`config.mk`:
```
export PLATFORM = sky130hd
export DESIGN_NAME = rxq_top
export DESIGN_NICKNAME = d
export VERILOG_FILES = /design/src/rtl/rxq_pkg.sv /design/src/rtl/rxq_store.sv /design/src/rtl/rxq_ctrl.sv /design/src/rtl/rxq_top.sv
export SDC_FILE = /design/constraint.sdc
export NUM_CORES = 1
export LEC_CHECK = 0
export BUFFER_PORTS_ARGS = -buffer_cell sky130_fd_sc_hd__buf_2
export CAP_MARGIN = 20
export CORE_MARGIN = 2
export CORE_UTILIZATION = 58
export DETAILED_ROUTE_END_ITERATION = 16
export MAX_ROUTING_LAYER = met4
export PLACE_DENSITY = 0.83
export SYNTH_ARGS = -nofsm -noshare
export SYNTH_HDL_FRONTEND = slang
export SYNTH_SLANG_ARGS = --single-unit
```
`constraint.sdc`:
```
create_clock -name clk -period 4.43 [get_ports clk]
set_input_delay 0.6645 -clock clk [delete_from_list [all_inputs] [get_ports clk]]
set_output_delay 0.6645 -clock clk [all_outputs]
set_load 0.05 [all_outputs]
```
`src/rtl/rxq_pkg.sv`:
```
package rxq_pkg;
  localparam int INFO_W = 16;
  localparam int ID_W   = 29;
  localparam int WORD_W = 32;

  typedef int unsigned idx_t;

  typedef struct packed {
    logic [INFO_W-1:0] info;
    logic [ID_W-1:0]   id;
    logic [WORD_W-1:0] lo;
    logic [WORD_W-1:0] hi;
  } rx_frame_t;

  // slot reached by stepping 'off' places forward from 'base' in a ring of 'slots'
  function automatic idx_t slot_after(idx_t base, idx_t off, idx_t slots);
    return (base + off) % slots;
  endfunction

  // occupancy after one cycle with an optional store and an optional free
  function automatic idx_t fill_next(idx_t fill, logic take, logic give);
    return fill + idx_t'(take) - idx_t'(give);
  endfunction
endpackage

```
`src/rtl/rxq_store.sv`:
```
module rxq_store
  import rxq_pkg::*;
#(
  parameter int SLOTS = 2,
  parameter int PTR_W = 1
) (
  input  logic             clk,
  input  logic             rst_n,
  input  logic             we,
  input  logic [PTR_W-1:0] wptr,
  input  rx_frame_t        wframe,
  input  logic [PTR_W-1:0] rptr,
  output rx_frame_t        rframe
);
  rx_frame_t slot_q [SLOTS];

  for (genvar g = 0; g < SLOTS; g++) begin : g_slot
    rx_frame_t cell_q;
    always_ff @(posedge clk) begin
      if (!rst_n)                           cell_q <= '0;
      else if (we && (wptr == PTR_W'(g)))   cell_q <= wframe;
    end
    assign slot_q[g] = cell_q;
  end

  assign rframe = slot_q[rptr];
endmodule

```
`src/rtl/rxq_ctrl.sv`:
```
module rxq_ctrl
  import rxq_pkg::*;
#(
  parameter int SLOTS = 2,
  parameter int PTR_W = 1,
  parameter int CNT_W = 2
) (
  input  logic             clk,
  input  logic             rst_n,
  input  logic             wr_valid,
  input  logic             rel_cmd,
  input  logic             clr_ovr_cmd,
  output logic [PTR_W-1:0] head,
  output logic [PTR_W-1:0] tail,
  output logic [CNT_W-1:0] fill,
  output logic             wr_acc,
  output logic             wr_drop,
  output logic             rel_eff,
  output logic             avail,
  output logic             overrun
);
  logic [PTR_W-1:0] head_q;
  logic [CNT_W-1:0] fill_q;
  logic             ovr_q;

  // release is served before the write, so a full queue can swap in one cycle
  assign rel_eff = rel_cmd && (fill_q != '0);
  assign wr_acc  = wr_valid && ((idx_t'(fill_q) < idx_t'(SLOTS)) || rel_eff);
  assign wr_drop = wr_valid && !wr_acc;
  assign tail    = PTR_W'(slot_after(idx_t'(head_q), idx_t'(fill_q), idx_t'(SLOTS)));

  always_ff @(posedge clk) begin
    if (!rst_n) begin
      head_q <= '0;
      fill_q <= '0;
      ovr_q  <= 1'b0;
    end else begin
      fill_q <= CNT_W'(fill_next(idx_t'(fill_q), wr_acc, rel_eff));
      if (rel_eff)
        head_q <= PTR_W'(slot_after(idx_t'(head_q), 1, idx_t'(SLOTS)));
      if (wr_drop)          ovr_q <= 1'b1;
      else if (clr_ovr_cmd) ovr_q <= 1'b0;
    end
  end

  assign head    = head_q;
  assign fill    = fill_q;
  assign avail   = (fill_q != '0);
  assign overrun = ovr_q;
endmodule

```
`src/rtl/rxq_top.sv`:
```
module rxq_top
  import rxq_pkg::*;
#(
  parameter int SLOTS = 2
) (
  input  logic              clk,
  input  logic              rst_n,
  input  logic              wr_valid,
  input  logic [INFO_W-1:0] wr_info,
  input  logic [ID_W-1:0]   wr_id,
  input  logic [WORD_W-1:0] wr_data_lo,
  input  logic [WORD_W-1:0] wr_data_hi,
  input  logic              rel_cmd,
  input  logic              clr_ovr_cmd,
  output logic [INFO_W-1:0] rd_info,
  output logic [ID_W-1:0]   rd_id,
  output logic [WORD_W-1:0] rd_data_lo,
  output logic [WORD_W-1:0] rd_data_hi,
  output logic              rx_avail,
  output logic              rx_overrun
);
  localparam int PTR_W = (SLOTS > 1) ? $clog2(SLOTS) : 1;
  localparam int CNT_W = $clog2(SLOTS + 1);

  logic [PTR_W-1:0] head, tail;
  logic [CNT_W-1:0] fill;
  logic             wr_acc, wr_drop, rel_eff;
  rx_frame_t        in_frame, out_frame;

  assign in_frame = '{info: wr_info, id: wr_id, lo: wr_data_lo, hi: wr_data_hi};

  rxq_ctrl #(.SLOTS(SLOTS), .PTR_W(PTR_W), .CNT_W(CNT_W)) u_ctrl (
    .clk         (clk),
    .rst_n       (rst_n),
    .wr_valid    (wr_valid),
    .rel_cmd     (rel_cmd),
    .clr_ovr_cmd (clr_ovr_cmd),
    .head        (head),
    .tail        (tail),
    .fill        (fill),
    .wr_acc      (wr_acc),
    .wr_drop     (wr_drop),
    .rel_eff     (rel_eff),
    .avail       (rx_avail),
    .overrun     (rx_overrun)
  );

  rxq_store #(.SLOTS(SLOTS), .PTR_W(PTR_W)) u_store (
    .clk    (clk),
    .rst_n  (rst_n),
    .we     (wr_acc),
    .wptr   (tail),
    .wframe (in_frame),
    .rptr   (head),
    .rframe (out_frame)
  );

  assign rd_info    = out_frame.info;
  assign rd_id      = out_frame.id;
  assign rd_data_lo = out_frame.lo;
  assign rd_data_hi = out_frame.hi;
endmodule

```
Word-level counts from Yosys, hierarchy flattened
Index checks and enable logic that the tools add are counted. Widths: inputs -> output; s select.

Bits in registers: 222. Output and inout bits: 111.

Add/subtract/negate cells: 4. $lt $le $gt $ge: 2. Mux-type cells: 5. Bitwise logic cells: 2. Reduce and logical (&&, ||, !) cells: 9.

Operators with widths (count): $mux 109 (3); $logic_and 1x1->1 (5); $reduce_bool 2->1 (2); $add 2x1->2 (1); $ge 2x2->1 const B (1); $lt 2x2->1 const B (1); $mux 1 (2); $not 1->2 (1); $sub 2x1->2 (1); $add 1x1->1 (1); $add 1x1->1 const B (1); $logic_not 1->1 (1); $logic_or 1x1->1 (1); $not 1->1 (1).

Logic depth before layout (Yosys ltp)
Gate-level depths: netlist of the first run.

Depth in word-level cells: 7. Depth in mapped cells: 7. Mapped depth without buffers: 7.

Modules after synthesis
A second synthesis of the first run with hierarchy kept.

Cell total of the unflattened synthesis: 968. Area, all modules: 9659.3 um^2.

By module, submodules not included: rxq_store (instances 1, cells an instance 946, area each 9429.0 um^2, seq. area each 4364.2 um^2); rxq_ctrl (instances 1, cells an instance 22, area each 230.2 um^2, seq. area each 80.1 um^2).

Least setup slack after synthesis of the first run
OpenSTA, ideal clock, no wires.

Kind: register -> output. From: register u_ctrl.head_q (netlist: u_ctrl.head). To: output rd_data_hi[0]. Data arrival time: 1275 ps. Required time: 3766 ps. Slack: 2490 ps. Stages on the path, launching flop included: 4. Cells stage by stage: dfxtp_1 > clkbuf_1 > buf_2 > mux2_2.

Longest elaborated chain between the ends: 4.

Ends and longest elaborated chain: start: declaration (line rxq_ctrl.sv:22) `logic [PTR_W-1:0] head_q;`; start signal: assignment (line rxq_ctrl.sv:40) `head_q <= PTR_W'(slot_after(idx_t'(head_q), 1, idx_t'(SLOTS)));`; $not 1->2 (not written as such) (line rxq_store.sv:26) `assign rframe = slot_q[rptr];`; $mux 109 (not written as such) (3 in series) (line rxq_store.sv:26); end: declaration (line rxq_top.sv:18) `output logic [WORD_W-1:0] rd_data_hi,`.

Every way passes these cells. The select of a mux whose other input is x is not followed.

Final worst setup path of the first run
From: register u_ctrl.head_q (netlist: u_ctrl.head). To: output rd_id[10].

Longest elaborated chain between the ends: 4.

Ends and longest elaborated chain: $not 1->2 (not written as such) (line rxq_store.sv:26); $mux 109 (not written as such) (3 in series) (line rxq_store.sv:26); end: declaration (line rxq_top.sv:16) `output logic [ID_W-1:0] rd_id,`.

Every way passes these cells. The select of a mux whose other input is x is not followed.

==> results.yml, run 1 <==
run_status:
  status: "complete, no violations"
logic_synthesis:
  synth_top_cell_by_area: "dfxtp_1"
  synth_area_leaders: "dfxtp_1 (46%), mux2i_1 (23%), nand2_1 (13%)"
  yosys_warnings: 0
  syn_inst: 970
  synthXorXnorAreaFrac: 0.003663
  synthesis.area_um2: 9565
  synth-adder-area-share: 0.002616
  muxShareOfSynthArea: 0.3564
  synth_compound_area_frac: 0.001439
  synth_top_family_by_area: "multiplexers"
  ys_seq_elements: 222
  synth_cell_types: 20
  yosysSeqAreaShare: 0.4646
  syn_avg_cell_area_um2: 9.861
  syn_nets: 1086
  synth_top_area_share: 0.4646
  synthSimpleGateAreaFrac: 0.1342
cts:
  htree_num_levels: 1
  cts-root-buf: "clkbuf_16"
  clk_pin_slew_ns: 0.06
  cts_hold_buf: 0
  postCtsSetupBuffers: 0
  tritoncts: "done"
  numCtsBuffers: 24
  clockBufferDepth: 3
  cts_resized: 0
  clk_latency_ns: 0.51
  cts_sinks: 222
worst_setup_path:
  r2r_cells: 4
  critPathRequiredTime_ns: 3.77
  path_class: "reg -> out"
  cp-end-kind: "output port"
  cp.arrival_ns: 2.42
  cp-start-kind: "flip-flop"
  reg2reg_slack_ns: 2.00
  cp_max_fo: 42
detailed_routing:
  drtAntennaViolNets: 0
  vias_per_cell: 5.235
  wl_per_cell_um: 15.00
  drcViolationCount: 0
  drt-initial-drc-count: 302
  vias: 7277
  drt-pass1-iter-count: 4
  wirelength_mm: 20.85
pwr:
  powerDensity_nw_per_um2: 718.6
  peakVddDrop_uv: 529.1
  leakagePower_nw: 6.140
  p_total_mw: 8.363
placed_design:
  dp_hpwl_mm: 13.29
  port_buffers: 224
  post-place-ws_ns: 1.847
  gp_congestion: 0.7774
timing:
  grt_setup_unrepaired: "no"
  worst_pin_slew_ns: 1.052
  fmax_mhz: 324.3
  fin_crit_sh: 0.6960
  setup_ws_ns: 1.347
  finClkSkew_ns: 0.009068
  finalMaxSlewViolations: 0
  relSlewSlack: 0.2988
  setup_violations: 0
  tns_ns: 0
  finalHoldViolCount: 0
  period_minus_slack_ns: 3.083
flow_run:
  max-cap-violations: 0
grt:
  use_met3: 0.03908
  grt.met1_usage: 0.2999
  use_met2: 0.3932
  grt_busiest_layer: "met2"
  grt_max_degree: 125
  grt_first_pass_wirelength_mm: 34.27
  grt_pass1_vias: 7229
  antenna_found_initial: 1
  grt_overflow: 0
  grt_use_total: 0.2378
cells_and_area:
  areaGrowthSynthToFinish_pct: 21.67
  final_util: 0.7274
  drive_gt1_frac: 0.3291
  fin_nets: 1272
  final_cell_mix: "nand2_1 (327), buf_2 (223), dfxtp_1 (221), mux2i_1 (218), mux2_2 (109)"
  final_common_cell: "nand2_1"
worst_hold_path:
  hold_class: "in -> reg"
  hold_depth: 3
floorplanning:
  row_count: 46
  coreArea_um2: 16000
  die_area_um2: 17540
  initial_core_util: 0.5978
  fp.dieH_um: 132.4
  io_pins: 225
  die_w_um: 132.4
## sequential cells by signal (all words and copies together), names as in the netlist
| signal | cells |
|---|---|
| u_store.g_slot.cell_q | 218 |
| u_ctrl.overrun | 1 |
| u_ctrl.fill | 2 |
| u_ctrl.head | 1 |
## power breakdown
group	internal (mW)	leakage (nW)	total [mW]	switching [mW]
logic	1.20	3.88	3.32	2.12
registers	2.49	1.82	2.80	0.310
clock network	1.45	0.447	2.24	0.796
## critical path, cell delays in order, from the launching register on
cell and delay [ns]:
dfxtp_4 0.74, buf_4 0.55, mux2_2 0.39, buf_2 0.21
## routing by layer
layer  vias to the layer above  share of wire
met5                         -              0
met4                         0          0.028
met3                        45          0.056
met2                       202           0.47
met1                      3423           0.44
li1                       3607              -
## synthesized netlist by cell type (all sizes together)
cell type,number
nand2,327
dfxtp,222
mux2i,218
mux2,109
clkbuf,37
buf,36
and2,4
inv,4
xnor2,4
ha,2
nand2b,1
nand3,1
nand3b,1
nor2b,1
o21a,1
o22ai,1
or2,1
## area by class of cell
class | count | area (um^2)
multi-input combinational | 671 | 4780
sequential | 222 | 4448
fill | 1217 | 4362
timing repair buffer | 233 | 1211
clock buffer | 31 | 688.2
tap | 216 | 270.3
clock inverter | 12 | 224.0
inverter | 4 | 15.01
antenna | 1 | 2.502
## per-stage QoR
| step | cell area, um^2 | instances | hold slack, ns |
|---|---|---|---|
| 6_report | 11640 | 1390 | 0.4196 |
| 5_1_grt | 11640 | 1390 | 0.4172 |
| 4_1_cts | 11640 | 1389 | 0.4025 |
| 3_5_place_dp | 10720 | 1346 | 0.4512 |
| 3_3_place_gp | 10720 | 1346 | 0.4416 |
| 2_1_floorplan | 9565 | 970 | 0.4347 |
## path summary, 6_finish.rpt
kind                                                      to                          from
worst max-delay path                               rd_id[10]                   u_ctrl.head
worst min register to register  u_store.g_slot[0].cell_q[14]  u_store.g_slot[0].cell_q[14]
worst min-delay path            u_store.g_slot[1].cell_q[66]                      wr_id[2]
worst max register to register  u_store.g_slot[1].cell_q[25]                   u_ctrl.head
## cell families after synthesis
| logic type | count (synthesis) |
|---|---|
| buffers and inverters | 77 |
| and+or+nand+nor | 336 |
| muxes | 327 |
| DFF | 222 |
| adders and majority gates | 2 |
| xor gates and xnor gates | 4 |
| AOI/OAI and AO/OA | 2 |
Note: power is estimated with default switching activity, not from simulation.
==> run 2, diff against run 1 <==
Settings changed: ABC_AREA set to 1, CORE_UTILIZATION 58 to 56, PLACE_DENSITY 0.83 to 0.78.
Clock period 4.43 ns to 3.1 ns, I/O delays scaled along.
==> results.yml, run 2 <==
worst_setup_path:
  cp.arrival_ns: 2.30
  cp-start-kind: "flip-flop"
  reg2reg_slack_ns: 0.75
  path_class: "reg -> out"
  cp-end-kind: "output port"
  cp_max_fo: 104
  r2r_start: "u_ctrl.fill[1]"
  critPathRequiredTime_ns: 2.63
  rr_endpoint: "u_store.g_slot[0].cell_q[74]"
  r2r_cells: 6
cells_and_area:
  fill_cells: 1969
  regMostFlops: "u_store.g_slot.cell_q"
  areaGrowthSynthToFinish_pct: 15.51
  largest_reg_flops: 218
  final_cell_mix: "nand2_1 (552), inv_1 (531), buf_2 (222), dfxtp_1 (221)"
  fin_nets: 2276
  ff_latch_area_um2: 4448
  final_common_cell: "nand2_1"
  drive_gt1_frac: 0.1438
  multi_input_area_um2: 4960
detailed_routing:
  drcViolationCount: 0
  drtAntennaViolNets: 0
  drt-pass1-iter-count: 5
  vias_per_cell: 4.850
  wirelength_mm: 30.65
  drt-initial-drc-count: 745
  wl_per_cell_um: 12.49
  vias: 11900
flow_run:
  max-cap-violations: 0
cts:
  htree_num_levels: 1
  postCtsSetupBuffers: 0
  cts_sinks: 222
  cts_hold_buf: 0
  cts_resized: 0
  cts-root-buf: "clkbuf_16"
  tritoncts: "done"
  clk_pin_slew_ns: 0.06
  clockBufferDepth: 3
  clk_latency_ns: 0.52
  numCtsBuffers: 25
grt:
  grt_pass1_vias: 10650
  grt_busiest_layer: "met2"
  antenna_found_initial: 1
  grt_use_total: 0.2670
  use_met3: 0.03434
  grt.met1_usage: 0.3271
  use_met2: 0.4581
  grt_max_degree: 110
  grt_overflow: 0
  grt_first_pass_wirelength_mm: 49.16
timing:
  grt_setup_unrepaired: "no"
  relSlewSlack: 0.3052
  finalHoldViolCount: 0
  finalMaxSlewViolations: 0
  period_minus_slack_ns: 2.769
  fin_crit_sh: 0.8933
  setup_violations: 0
  fmax_mhz: 361.1
  finClkSkew_ns: 0.008818
  worst_pin_slew_ns: 1.042
  setup_ws_ns: 0.3307
  tns_ns: 0
placed_design:
  gp_congestion: 0.8414
  post-place-ws_ns: 0.7782
  port_buffers: 224
  dp_hpwl_mm: 17.83
logic_synthesis:
  syn_avg_cell_area_um2: 5.972
  synth_area_leaders: "dfxtp_1 (37%), nand2_1 (17%), inv_1 (16%)"
  yosysSeqAreaShare: 0.3660
  syn_nets: 2149
  synth_top_area_share: 0.3660
  ys_seq_elements: 222
  synth_top_cell_by_area: "dfxtp_1"
  synth_flop_cell: "dfxtp_1"
  synthesis.area_um2: 12140
  synth_edf_count: 0
  syn_inst: 2033
  yosys-top-cells-count: "nand2_1 (554), inv_1 (531), dfxtp_1 (222), nand4_1 (218), nor2_1 (218)"
  async_flop_share: 0
  yosysMostFrequentCell: "nand2_1"
  yosys_warnings: 0
  synth_cell_types: 20
floorplanning:
  io_pins: 225
  die_area_um2: 22880
  initial_core_util: 0.5740
  fp.dieH_um: 151.2
  die_w_um: 151.2
  row_count: 53
  coreArea_um2: 21150
pwr:
  powerDensity_nw_per_um2: 1002
  leakagePower_nw: 7.961
  p_total_mw: 14.06
  peakVddDrop_uv: 772.0
worst_hold_path:
  hold_end: "u_ctrl.overrun"
  hold_depth: 4
  hold_class: "in -> reg"
  hold_path.startpoint: "clr_ovr_cmd"
run_status:
  status: "complete, no violations"
run 2: changes by cell type after synthesis, sizes merged, moves of 109 or more:
cell,previous run,this run
nand2,327,555
inv,4,548
nor2,0,218
o21ai,0,112
mux2i,218,0
nand4,0,218
mux2,109,0
run 2: worst max-delay path by stage:
stage / to / slack [ns] / depth (start not counted) / startpoint
after floorplan: rd_id[26] / 0.68 / 4 / u_ctrl.head
after global placement: u_store.g_slot[0].cell_q[106] / 0.82 / 7 / rel_cmd
after detailed placement: u_store.g_slot[0].cell_q[82] / 0.78 / 7 / rel_cmd
after CTS: rd_id[28] / 0.32 / 3 / u_ctrl.head
after global routing: rd_id[28] / 0.14 / 3 / u_ctrl.head
final: rd_data_hi[30] / 0.33 / 3 / u_ctrl.head
run 2: power by group:
part           internal (mW)  leakage, nW  switching [mW]
combinational           1.77         5.71            5.22
sequential              3.73         1.83           0.335
clock                   1.80        0.423            1.21
run 2: final cells by class:
cell class	count	area share
diodes	2	0.0003569
clock buffers	33	0.05174
clock inverters	11	0.007762
inverters	552	0.1477
multi-input cells	1113	0.3536
flip-flops and latches	222	0.3172
well taps	275	0.02453
repair buffers	246	0.09707
run 2: metal layers:
metal | part of all wire | vias to the layer above
li1 | - | 6265
met1 | 0.43 | 5202
met2 | 0.47 | 381
met3 | 0.065 | 54
met4 | 0.028 | 0
met5 | 0 | -
run 2: cells by family (layout without fill, tap and decap cells):
family | Yosys count | in the layout | share of synthesized area
and+or+nand+nor | 994 | 994 | 0.3527
buffers and inverters | 698 | 842 | 0.2299
DFF | 222 | 222 | 0.3660
AOI/OAI and AO/OA | 116 | 116 | 0.04854
adders and majority gates | 2 | 2 | 0.002061
xor gates and xnor gates | 1 | 1 | 0.0007215
other | 0 | 2 | 0
run 2: critical path, cell delays in order (launching register included):
cell	delay (ns)
dfxtp_4	0.38
buf_4	0.73
o21ai_0	0.33
buf_2	0.29
run 2: per-stage QoR:
stage	util	instances	hold WS [ns]	cell area, um^2
after detailed placement	0.6233	2408	0.4795	13190
final	0.6630	2454	0.2183	14020
after floorplan	-	2033	0.4823	12140
after global routing	0.6629	2453	0.2594	14020
after CTS	0.6627	2452	0.2038	14020
after global placement	0.6233	2408	0.4645	13190
==> run 3, diff against run 2 <==
Settings changed: BUFFER_PORTS_ARGS -buffer_cell sky130_fd_sc_hd__buf_2 to -buffer_cell sky130_fd_sc_hd__buf_4.
==> results.yml, run 3 (synthesis gave the netlist of run 2 again) <==
cells_and_area:
  finalNonFillerCells: 2445
  drive_gt1_frac: 0.1401
  largest_reg_flops: 218
  final_cell_mix: "nand2_1 (552), inv_1 (531), buf_4 (232), dfxtp_1 (221)"
  regMostFlops: "u_store.g_slot.cell_q"
  fill_cells: 1911
  fin_nets: 2270
  final_common_cell: "nand2_1"
  final_area_um2: 14490
  antenna_cells: 0
  areaGrowthSynthToFinish_pct: 19.34
worst_setup_path:
  crit_start: "u_ctrl.head"
  critPathTopFamily: "buffers and inverters"
  rr_endpoint: "u_store.g_slot[0].cell_q[93]"
  cp_common_cell: "buf_4"
  cp-start-kind: "flip-flop"
  cp-end-kind: "output port"
  crit_cells: 4
  cp_max_fo: 77
  cp.arrival_ns: 2.08
  path_cells: "buf_4, nand2_1, o21ai_0, buf_4"
  reg2reg_slack_ns: 1.04
  r2r_cells: 6
  crit_end: "rd_info[6]"
  critPathMaxStageDelay_ns: 0.57
  critPathSlowestCell: "buf_4"
  r2r_start: "u_ctrl.fill[1]"
  path_class: "reg -> out"
  cp_num_buf_inv: 2
  critPathRequiredTime_ns: 2.63
timing:
  finalMaxSlewViolations: 0
  setup_violations: 0
  worst_pin_slew_ns: 0.9578
  period_minus_slack_ns: 2.544
  tns_ns: 0
  setup_ws_ns: 0.5563
  relSlewSlack: 0.3615
  fin_crit_sh: 0.8206
  finClkSkew_ns: 0.006160
  grt_setup_unrepaired: "no"
  fmax_mhz: 393.1
  finalHoldViolCount: 0
placed_design:
  gp_congestion: 0.8090
  post-place-ws_ns: 1.024
  placedCellCount: 2403
  port_buffers: 224
  dp_hpwl_mm: 18.07
  placed_area_um2: 13730
floorplanning:
  die_w_um: 151.2
  fp.dieH_um: 151.2
  io_pins: 225
  coreArea_um2: 21150
  row_count: 53
  die_area_um2: 22880
  initial_core_util: 0.5740
pwr:
  peakVddDrop_uv: 655.9
  leakagePower_nw: 8.023
  powerDensity_nw_per_um2: 980.6
detailed_routing:
  wl_met1_mm: 13.57
  drt-initial-drc-count: 848
  vias_per_cell: 4.846
  drtAntennaViolNets: 0
  vias: 11850
  dr_wl_met2_mm: 14.81
  drcViolationCount: 0
  wirelength_mm: 31.20
  wl_per_cell_um: 12.76
  dr.max_layer_used: "met4"
  wl_met3_mm: 1.916
  drt-pass1-iter-count: 7
cts:
  cts_resized: 0
  clk_pin_slew_ns: 0.06
  postCtsSetupBuffers: 0
  numCtsBuffers: 24
  htree_num_levels: 1
  clockBufferDepth: 3
  clk_latency_ns: 0.51
  cts_sinks: 222
  tritoncts: "done"
  cts-root-buf: "clkbuf_16"
  cts_hold_buf: 0
grt:
  grt_max_degree: 211
  grt_pass1_vias: 10520
  grt_first_pass_wirelength_mm: 49.95
  grt_use_total: 0.2727
  antenna_found_initial: 0
  grt_overflow: 0
worst_hold_path:
  hold_depth: 4
  hold_class: "in -> reg"
flow_run:
  max-cap-violations: 0
run_status:
  status: "complete, no violations"
run 3: cell count changes in the layout (fill, tap and decap cells not counted), moves of 2 or more:
cell / delta
buf_4: +215
clkbuf_1: +2
buf_2: -222
diode_2: -2
buf_12: +2
bufinv_16: -2
run 3: cell type report:
| class | count | area (um^2) | area share |
|---|---|---|---|
| Multi-Input combinational cell | 1113 | 4960 | 0.3423 |
| Clock inverter | 8 | 42.54 | 0.002936 |
| Tap cell | 275 | 344.1 | 0.02375 |
| Timing Repair Buffer | 241 | 1904 | 0.1314 |
| Sequential cell | 222 | 4448 | 0.3070 |
| Clock buffer | 34 | 719.4 | 0.04965 |
| Inverter | 552 | 2072 | 0.1430 |
run 3: worst reg2reg max path, cell delays in order, from the launching register on:
cell and delay, ns:
dfxtp_1 0.50, o21ai_2 0.19, nand2_8 0.16, buf_12 0.65, nand4_1 0.29, nand2_1 0.11
nor2_1 0.05
run 3: report_power, final:
| group | switching (mW) | internal (mW) |
|---|---|---|
| Clock | 1.15 | 1.61 |
| Sequential | 0.337 | 3.73 |
| Combinational | 5.28 | 2.11 |
| Total | 6.76 | 7.45 |
run 3: how the worst min path moves through the flow:
stage / startpoint / endpoint
floorplan: u_store.g_slot[1].cell_q[21] / u_store.g_slot[1].cell_q[21]
CTS: clr_ovr_cmd / u_ctrl.overrun
global placement: u_ctrl.overrun / u_ctrl.overrun
detailed placement: u_ctrl.overrun / u_ctrl.overrun
global route: clr_ovr_cmd / u_ctrl.overrun
finish: clr_ovr_cmd / u_ctrl.overrun
run 3: per-layer routing:
layer / up-vias / global-route usage
met5: - / -
met4: 0 / 0.08832
met3: 62 / 0.03735
met2: 380 / 0.4416
met1: 5165 / 0.3534
li1: 6242 / -
run 3: through the flow:
stage               total power, mW    util  hold WS (ns)
finish                        14.21  0.6850        0.2244
global placement              11.34  0.6490        0.4656
global route                  15.22  0.6850        0.2332
floorplan                     9.644       -        0.4823
CTS                           14.25  0.6850        0.2121
detailed placement            11.46  0.6490        0.4813
